`config.mk`:
```
export PLATFORM = sky130hd
export DESIGN_NAME = audio_serial_tx
export DESIGN_NICKNAME = d
export VERILOG_FILES = /design/src/rtl/audio_tx_pkg.sv /design/src/rtl/atx_slot_counter.sv /design/src/rtl/atx_bit_pick.sv /design/src/rtl/audio_serial_tx.sv
export SDC_FILE = /design/constraint.sdc
export NUM_CORES = 1
export LEC_CHECK = 0
export BUFFER_PORTS_ARGS = -buffer_cell sky130_fd_sc_hd__buf_4
export CAP_MARGIN = 20
export CORE_ASPECT_RATIO = 0.9
export CORE_UTILIZATION = 59
export CTS_CLUSTER_DIAMETER = 100
export DETAILED_ROUTE_END_ITERATION = 7
export GPL_TIMING_DRIVEN = 0
export PLACE_DENSITY = 0.84
export SLEW_MARGIN = 20
export SYNTH_ARGS = -nofsm -noshare
export SYNTH_HDL_FRONTEND = slang
export SYNTH_HIERARCHICAL = 1
export SYNTH_SLANG_ARGS = --single-unit
```
`constraint.sdc`:
```
create_clock -name clk -period 4.48 [get_ports clk]
set_input_delay 0.448 -clock clk [delete_from_list [all_inputs] [get_ports clk]]
set_output_delay 0.448 -clock clk [all_outputs]
set_load 0.02 [all_outputs]
```
`src/rtl/audio_tx_pkg.sv`:
```
package audio_tx_pkg;

  typedef enum logic [1:0] {
    JUST_STD   = 2'd0,
    JUST_LEFT  = 2'd1,
    JUST_RIGHT = 2'd2,
    JUST_LEFT2 = 2'd3
  } just_e;

  typedef struct packed {
    logic       pcm;
    just_e      just;
    logic [1:0] dly;
  } tx_fmt_t;

endpackage

```
`src/rtl/atx_slot_counter.sv`:
```
module atx_slot_counter #(
  parameter int SLOT_W    = 32,
  parameter int CHAN_BITS = 2,
  localparam int BIT_W    = $clog2(SLOT_W),
  localparam int SLOT_IW  = CHAN_BITS + 1
) (
  input  logic               clk,
  input  logic               rst,
  input  logic               clear,
  input  logic               adv,
  input  logic [SLOT_IW-1:0] slot_last,
  output logic [BIT_W-1:0]   bit_idx,
  output logic [SLOT_IW-1:0] slot_idx
);

  logic bit_wrap;
  assign bit_wrap = (bit_idx == BIT_W'(SLOT_W - 1));

  always_ff @(posedge clk) begin
    if (rst || clear) begin
      bit_idx  <= '0;
      slot_idx <= '0;
    end else if (adv) begin
      if (bit_wrap) begin
        bit_idx  <= '0;
        slot_idx <= (slot_idx == slot_last) ? '0 : slot_idx + 1'b1;
      end else begin
        bit_idx <= bit_idx + 1'b1;
      end
    end
  end

endmodule

```
`src/rtl/atx_bit_pick.sv`:
```
module atx_bit_pick
  import audio_tx_pkg::*;
#(
  parameter int SLOT_W = 32,
  parameter int DATA_W = 32,
  localparam int WW    = $clog2(DATA_W),
  localparam int BIT_W = $clog2(SLOT_W),
  localparam int PW    = BIT_W + 1
) (
  input  tx_fmt_t           fmt,
  input  logic [WW-1:0]     width_m1,
  input  logic [BIT_W-1:0]  bit_idx,
  input  logic [DATA_W-1:0] word,
  output logic              bit_val
);

  logic [PW-1:0]     width;
  logic [PW-1:0]     offset;
  logic [PW-1:0]     pos;
  logic [PW-1:0]     rel;
  logic [PW-1:0]     src;
  logic [DATA_W-1:0] shifted;
  logic              in_win;

  always_comb begin
    width = PW'(width_m1) + 1'b1;
    pos   = PW'(bit_idx);
    if (fmt.pcm) begin
      offset = PW'(fmt.dly);
    end else begin
      case (fmt.just)
        JUST_STD:   offset = PW'(1);
        JUST_RIGHT: offset = PW'(SLOT_W) - width;
        default:    offset = '0;
      endcase
    end
    rel     = pos - offset;
    in_win  = (pos >= offset) && (rel < width);
    src     = width - 1'b1 - rel;
    shifted = word >> src;
    bit_val = in_win & shifted[0];
  end

endmodule

```
`src/rtl/audio_serial_tx.sv`:
```
module audio_serial_tx
  import audio_tx_pkg::*;
#(
  parameter int SLOT_W    = 32,
  parameter int DATA_W    = 32,
  parameter int CHAN_BITS = 2
) (
  input  logic                      clk,
  input  logic                      rst,
  input  logic                      bit_tick,
  input  logic                      tx_start,
  input  logic                      fmt_pcm,
  input  logic [1:0]                just_mode,
  input  logic [1:0]                pcm_delay,
  input  logic [$clog2(DATA_W)-1:0] width_m1,
  input  logic [CHAN_BITS-1:0]      chan_code,
  input  logic [DATA_W-1:0]         fifo_data,
  input  logic                      fifo_empty,
  output logic                      fifo_rd,
  output logic                      sdo,
  output logic                      ws,
  output logic                      underrun
);

  localparam int WW      = $clog2(DATA_W);
  localparam int BIT_W   = $clog2(SLOT_W);
  localparam int SLOT_IW = CHAN_BITS + 1;

  tx_fmt_t              fmt_q;
  logic [WW-1:0]        width_q;
  logic [CHAN_BITS-1:0] chan_q;
  logic [DATA_W-1:0]    sample_q;
  logic [BIT_W-1:0]     bit_idx;
  logic [SLOT_IW-1:0]   slot_idx;
  logic [DATA_W-1:0]    fresh_word;
  logic [DATA_W-1:0]    cur_word;
  logic                 slot_first;
  logic                 emit;
  logic                 bit_val;
  logic                 ws_next;
  logic                 sdo_q, ws_q, underrun_q;
  logic                 pcm_run;

  assign emit       = tx_start & bit_tick;
  assign slot_first = (bit_idx == '0);
  assign fresh_word = fifo_empty ? '0 : fifo_data;
  assign cur_word   = slot_first ? fresh_word : sample_q;
  assign fifo_rd    = emit & slot_first & ~fifo_empty;
  assign pcm_run    = fmt_q.pcm;

  atx_slot_counter #(
    .SLOT_W    (SLOT_W),
    .CHAN_BITS (CHAN_BITS)
  ) u_cnt (
    .clk       (clk),
    .rst       (rst),
    .clear     (~tx_start),
    .adv       (emit),
    .slot_last ({chan_q, 1'b1}),
    .bit_idx   (bit_idx),
    .slot_idx  (slot_idx)
  );

  atx_bit_pick #(
    .SLOT_W (SLOT_W),
    .DATA_W (DATA_W)
  ) u_pick (
    .fmt      (fmt_q),
    .width_m1 (width_q),
    .bit_idx  (bit_idx),
    .word     (cur_word),
    .bit_val  (bit_val)
  );

  always_comb begin
    if (fmt_q.pcm) begin
      ws_next = (slot_idx == '0) && slot_first;
    end else begin
      ws_next = (slot_idx > {1'b0, chan_q});
    end
  end

  always_ff @(posedge clk) begin
    if (rst) begin
      fmt_q      <= '0;
      width_q    <= '0;
      chan_q     <= '0;
      sample_q   <= '0;
      sdo_q      <= 1'b0;
      ws_q       <= 1'b0;
      underrun_q <= 1'b0;
    end else if (!tx_start) begin
      fmt_q      <= '{pcm: fmt_pcm, just: just_e'(just_mode), dly: pcm_delay};
      width_q    <= width_m1;
      chan_q     <= chan_code;
      sample_q   <= '0;
      sdo_q      <= 1'b0;
      ws_q       <= 1'b0;
      underrun_q <= 1'b0;
    end else if (bit_tick) begin
      sdo_q <= bit_val;
      ws_q  <= ws_next;
      if (slot_first) begin
        sample_q <= fresh_word;
        if (fifo_empty) underrun_q <= 1'b1;
      end
    end
  end

  assign sdo      = sdo_q;
  assign ws       = ws_q;
  assign underrun = underrun_q;

endmodule

```
== After elaboration in Yosys (flattened, before gate mapping) ==
Index checks and enable logic that the tools add are counted.

* $mul: 0
* Reductions and logical operators: 9
* Eq/ne operators: 3
* Bitwise gates (word level): 6
* Order comparisons: 3
* Mux-type cells: 7
* Div/mod/pow operators: 0
* Add/sub/neg operators: 7
* Shift-type cells: 1

{| class="wikitable"
|+ Operators by type and width
! operator !! count
|-
| $mux W32 || 2
|-
| $shr A32 B6 Y1 || 1
|-
| $pmux W6 S2 || 1
|-
| $add A5 B1 Y6 const B || 1
|-
| $ge A5 B6 Y1 || 1
|-
| $lt A6 B6 Y1 || 1
|-
| $mux W6 || 1
|-
| $sub A5 B6 Y6 || 1
|-
| $sub A6 B1 Y6 const B || 1
|-
| $sub A6 B6 Y6 || 1
|-
| $sub A6 B6 Y6 const A || 1
|-
| $add A5 B1 Y5 const B || 1
|-
| $eq A5 B5 Y1 const B || 1
|-
| $logic_not A5 Y1 || 1
|-
| $mux W5 || 1
|-
| $and A1 B1 Y1 || 4
|-
| $add A3 B1 Y3 const B || 1
|-
| $eq A3 B3 Y1 || 1
|-
| $gt A3 B2 Y1 || 1
|-
| $logic_not A3 Y1 || 1
|-
| $mux W3 || 1
|-
| $reduce_and A3 Y1 || 1
|-
| $eq A2 B2 Y1 const B || 1
|-
| $logic_and A1 B1 Y1 || 2
|-
| 6 further kinds || 7
|}

* Memory bits (writable): 0
* Memories: 0
* Memory bits (read-only): 0
* Input port bits: 49
* Register bits: 55
* Bits in latches: 0
* Output and inout port bits: 4

== Longest topological paths before layout ==
* Depth after elaboration: 8
* Mapped depth: 19
* Mapped depth without buffers: 19

== By module ==
The synthesis kept the hierarchy.

{| class="wikitable"
|+ By module, submodules not included
! module !! area each (µm²) !! instances !! cells each !! sequential area each (µm²)
|-
| audio_serial_tx || 2,581.2 || 1 || 315 || 940.9
|-
| atx_bit_pick || 1,024.7 || 1 || 116 || 0.0
|-
| atx_slot_counter || 457.9 || 1 || 53 || 160.2
|}

== Worst setup path before layout ==
No wires, ideal clock.

* Path kind: register -> register
* Start point: register width_q[0]
* End point: register sdo_q, in the netlist sdo
* Period minus slack after synthesis: 3.938 ns
* Path slack: 0.542 ns
* Required time: 4.364 ns
* Cell stages (with the launch flop): 14
* Buffers on the path: 0
* Data arrival time: 3.822 ns
* Cells stage by stage: dfxtp_1 -> ha_1 -> xnor2_1 -> a22o_1 -> fa_1 -> inv_1 -> fa_1 -> xnor2_2 -> mux4_1 -> mux4_2 -> nand2b_1 -> a2111oi_2 -> mux2i_1 -> nor3_1

* Word-level cells in the longest chain between the ends: 8
* Elaborated cells between the ends (all ways): 12

{| class="wikitable"
|+ RTL lines
! element !! RTL line !! text
|-
| start: declaration || audio_serial_tx.sv:30 || <nowiki>logic [WW-1:0] width_q;</nowiki>
|-
| start signal: assignment || audio_serial_tx.sv:94 || <nowiki>width_q <= width_m1;</nowiki>
|-
| $add A5 B1 Y6 * || atx_bit_pick.sv:26 || <nowiki>width = PW'(width_m1) + 1'b1;</nowiki>
|-
| $sub A6 B6 Y6 || atx_bit_pick.sv:33 || <nowiki>JUST_RIGHT: offset = PW'(SLOT_W) - width;</nowiki>
|-
| $pmux W6 S2 || atx_bit_pick.sv:31 || <nowiki>case (fmt.just)</nowiki>
|-
| $mux W6 || atx_bit_pick.sv:28 || <nowiki>if (fmt.pcm) begin</nowiki>
|-
| $sub A5 B6 Y6 || atx_bit_pick.sv:37 || <nowiki>rel = pos - offset;</nowiki>
|-
| $sub A6 B6 Y6 or $lt A6 B6 Y1 (tied branches) || atx_bit_pick.sv:39, atx_bit_pick.sv:38 ||
|-
| $shr A32 B6 Y1 or $logic_and A1 B1 Y1 (tied branches) || atx_bit_pick.sv:40, atx_bit_pick.sv:38 ||
|-
| $and A1 B1 Y1 * || atx_bit_pick.sv:41 || <nowiki>bit_val = in_win & shifted[0];</nowiki>
|-
| net bit_val || audio_serial_tx.sv:39 || <nowiki>logic bit_val;</nowiki>
|-
| end signal: assignment || audio_serial_tx.sv:101 || <nowiki>sdo_q <= bit_val;</nowiki>
|-
| end: declaration || audio_serial_tx.sv:41 || <nowiki>logic sdo_q, ws_q, underrun_q;</nowiki>
|}

Mark *: on every way through the listed nets, which the timed path passes. The rest lies on a longest branch.
A chain may end at the register's enable or synchronous reset.

== Worst setup path after layout ==
Ends and elaborated chain as after synthesis.

==> impl_metrics.json <==
{
  "hold_viol_final": 0,
  "end_kind": "register",
  "grt_first_pass_wirelength_mm": 15.64,
  "gr-total-overflow": 0,
  "min_path_cells": 2,
  "crit_type": "register to register",
  "tns_ps": 0,
  "clock.fmax_ghz": 0.2345,
  "synth_ff_type": "dfxtp_1",
  "synth_enable_flop_cells": 0,
  "hp-class": "input port to register",
  "die_x_um": 89.49,
  "postRouteAntennaNets": 0,
  "powerDensity_nw_per_um2": 272.8,
  "multi_input_area_um2": 2719,
  "cts_sinks": 55,
  "yosys_warnings": 6,
  "start_util": 0.6138,
  "critPathRequiredTime_ps": 4700,
  "fin_hold_ws_ps": 343.8,
  "netlist_area_um2": 4064,
  "final_cell_mix": "o21ai_0 (71), nand2b_1 (70), dfxtp_1 (54)",
  "clk_pin_slew_ps": 110,
  "drv_slew": 0,
  "io_pins": 53,
  "nets": 614,
  "htree_levels": 2,
  "synth-simple-area-share": 0.2309,
  "cts_buffers": 5,
  "synth_cell_types": 56,
  "dp_slack_ps": 74.08,
  "grt_pass1_vias": 3399,
  "critPathMaxFanout": 8,
  "final_common_cell": "o21ai_0",
  "root_buffer": "clkbuf_8",
  "via_count": 3642,
  "cts_tree": "built",
  "arrival_ps": 4480,
  "wirelength_mm": 9.347,
  "first_iter_violations": 251,
  "first_pass_iters": 5,
  "status": "finished clean",
  "hpwl_mm": 7.019,
  "vdd_drop_max_uv": 160.6,
  "setup_viol": 0,
  "layout-drive-gt1-share": 0.1513,
  "maxCapViolCount": 0,
  "synth_mux_area_frac": 0.1696,
  "hold_start": "rst",
  "die_h_um": 80.74,
  "via_per_inst": 5.763,
  "rows": 28,
  "grt_max_degree": 18,
  "portBuffers": 51,
  "gp_congestion": 0.8552,
  "drc": 0,
  "nFillCells": 535,
  "clock_latency_ps": 320,
  "synth.avg_cell_area_um2": 8.396,
  "min_period_over_period": 0.9518,
  "seq_area_um2": 1102,
  "syn2layout_area_growth_pct": 15.39,
  "crit_path_start": "width_q[0]$_SDFFE_PP0N_",
  "rr_worst_depth": 13,
  "r2r-start": "width_q[0]$_SDFFE_PP0N_",
  "synth_seq_area_share": 0.2709,
  "clock_skew_ps": 5.717,
  "rsz0062_at_grt": "no",
  "synth-xor-area-share": 0.03849,
  "fin_cells": 632,
  "p_leak_nw": 1.978,
  "cts_buffer_depth": 2,
  "coreArea_um2": 6621,
  "routedWlPerCell_um": 14.79,
  "fin_ws_ps": 216.0,
  "slew-limit-headroom": 0.5619,
  "power_mw": 1.280,
  "diodes": 0,
  "synth_compound_area_frac": 0.1487,
  "track_usage": 0.2787,
  "synth_adder_area_share": 0.07759,
  "min_period_ps": 4264,
  "synth-async-reset-ratio": 0,
  "grt_antenna_before_repair": 0,
  "die_area_um2": 7225,
  "max_slew.worst_pin.slew_ps": 657.2,
  "dp_cells": 625,
  "synth_seq_cells": 55,
  "syn_inst": 484,
  "syn_nets": 557,
  "critPathLaunchType": "register",
  "synth_top_family_by_area": "simple AND/OR/NAND/NOR gates"
}
-- sequential cells by signal, indices dropped and copies added, names as in the netlist --
| name | cells |
|---|---|
| underrun | 1 |
| width_q | 5 |
| u_cnt/slot_idx | 3 |
| ws | 1 |
| chan_q | 2 |
| fmt_q | 4 |
| sample_q | 32 |
| u_cnt/bit_idx | 5 |
| pcm_run | 1 |
| sdo | 1 |
-- final cells by class --
type                       count  share of cell area
multi-input combinational    376              0.5798
sequential                    55              0.2351
timing repair buffer          51             0.08164
buffer                        31             0.03629
tap                           90             0.02401
clock buffer                   6             0.01761
inverter                      21             0.01734
clock inverter                 2            0.008271
-- path summary, 6_finish.rpt --
kind | slack (ps) | to
hold / removal | 340 | chan_q[1]$_SDFFE_PP0N_
setup reg to reg | 220 | sdo$_SDFFE_PP0P_
setup / recovery | 220 | sdo$_SDFFE_PP0P_
hold reg to reg | 470 | underrun$_SDFFE_PP0P_
-- cells by family after synthesis --
family | count (synthesis)
AOI/OAI and AO/OA | 107
xor gates and xnor gates | 17
adders and majority gates | 24
buffers and inverters | 53
DFF | 55
muxes | 56
other | 1
and+or+nand+nor | 171
-- per-layer routing --
layer	vias up	wire [um]	GRT usage	share of wire
met4	0	121	0.07778	0.013
li1	1780	-	-	-
met3	13	465	0.03963	0.050
met2	112	4450	0.4634	0.48
met1	1737	4310	0.3779	0.46
met5	-	0	0	0
-- cells in the mapped netlist, types with 2 or more instances --
cell      number  share of area
a21oi_1       13          0.016
nor3_1         2         0.0025
nor2_1        18          0.017
and2b_4        2         0.0049
ha_1          22          0.068
a21o_1         4         0.0074
xor2_1         9          0.019
dfxtp_1       55           0.27
nor2b_1        4         0.0062
nand3b_1       3         0.0055
fa_1           2         0.0099
o211ai_1       2         0.0037
nand2b_1      70           0.11
nor4_1         2         0.0031
buf_8          3          0.011
and2_1         3         0.0046
nand3_1        7         0.0086
inv_1         20          0.018
xnor2_1        7          0.015
nor3b_1        2         0.0037
or2_0          2         0.0031
a211oi_1       2         0.0037
buf_6          2         0.0055
clkbuf_1      22          0.020
o21ai_0       71          0.087
nor4bb_1       2         0.0049
o311ai_0       3         0.0065
or4_1          2         0.0037
mux4_1         4          0.026
mux4_2         5          0.028
mux2i_1       46           0.11
nand2_1       44          0.041
buf_2          4         0.0049
o21a_1         3         0.0055
-- power breakdown --
group | leakage (nW) | internal [mW] | switching (mW)
Sequential | 0.447 | 0.502 | 0.0135
Combinational | 1.47 | 0.205 | 0.195
Clock | 0.0618 | 0.184 | 0.179
Total | 1.98 | 0.892 | 0.388
-- through the flow --
stage,utilization,cell area (um2)
2_1_floorplan,-,4064
3_3_place_gp,0.6886,4559
3_5_place_dp,0.6886,4559
4_1_cts,0.7063,4677
5_1_grt,0.7082,4690
6_report,0.7082,4690
-- critical path, cell delays in order, from the launching register on --
cell	delay, ps
dfxtp_2	380
ha_1	370
xnor2_1	160
a22o_1	230
fa_1	550
inv_1	90
fa_1	530
xnor2_4	330
mux4_1	630
mux4_2	490
nand2b_1	100
a2111oi_2	80
mux2i_1	160
nor3_1	60
-- timing repair --
| item | CTS | global route |
|---|---|---|
| endpoints found under the hold margin | 0 | 0 |
| setup endpoints to repair | 1 | 1 |
| hold buffers | 0 | 0 |
| resized for setup | 0 | 2 |
| pin swaps | 0 | 0 |
| setup buffers | 0 | 0 |
Power figures use the tool's default switching activity.
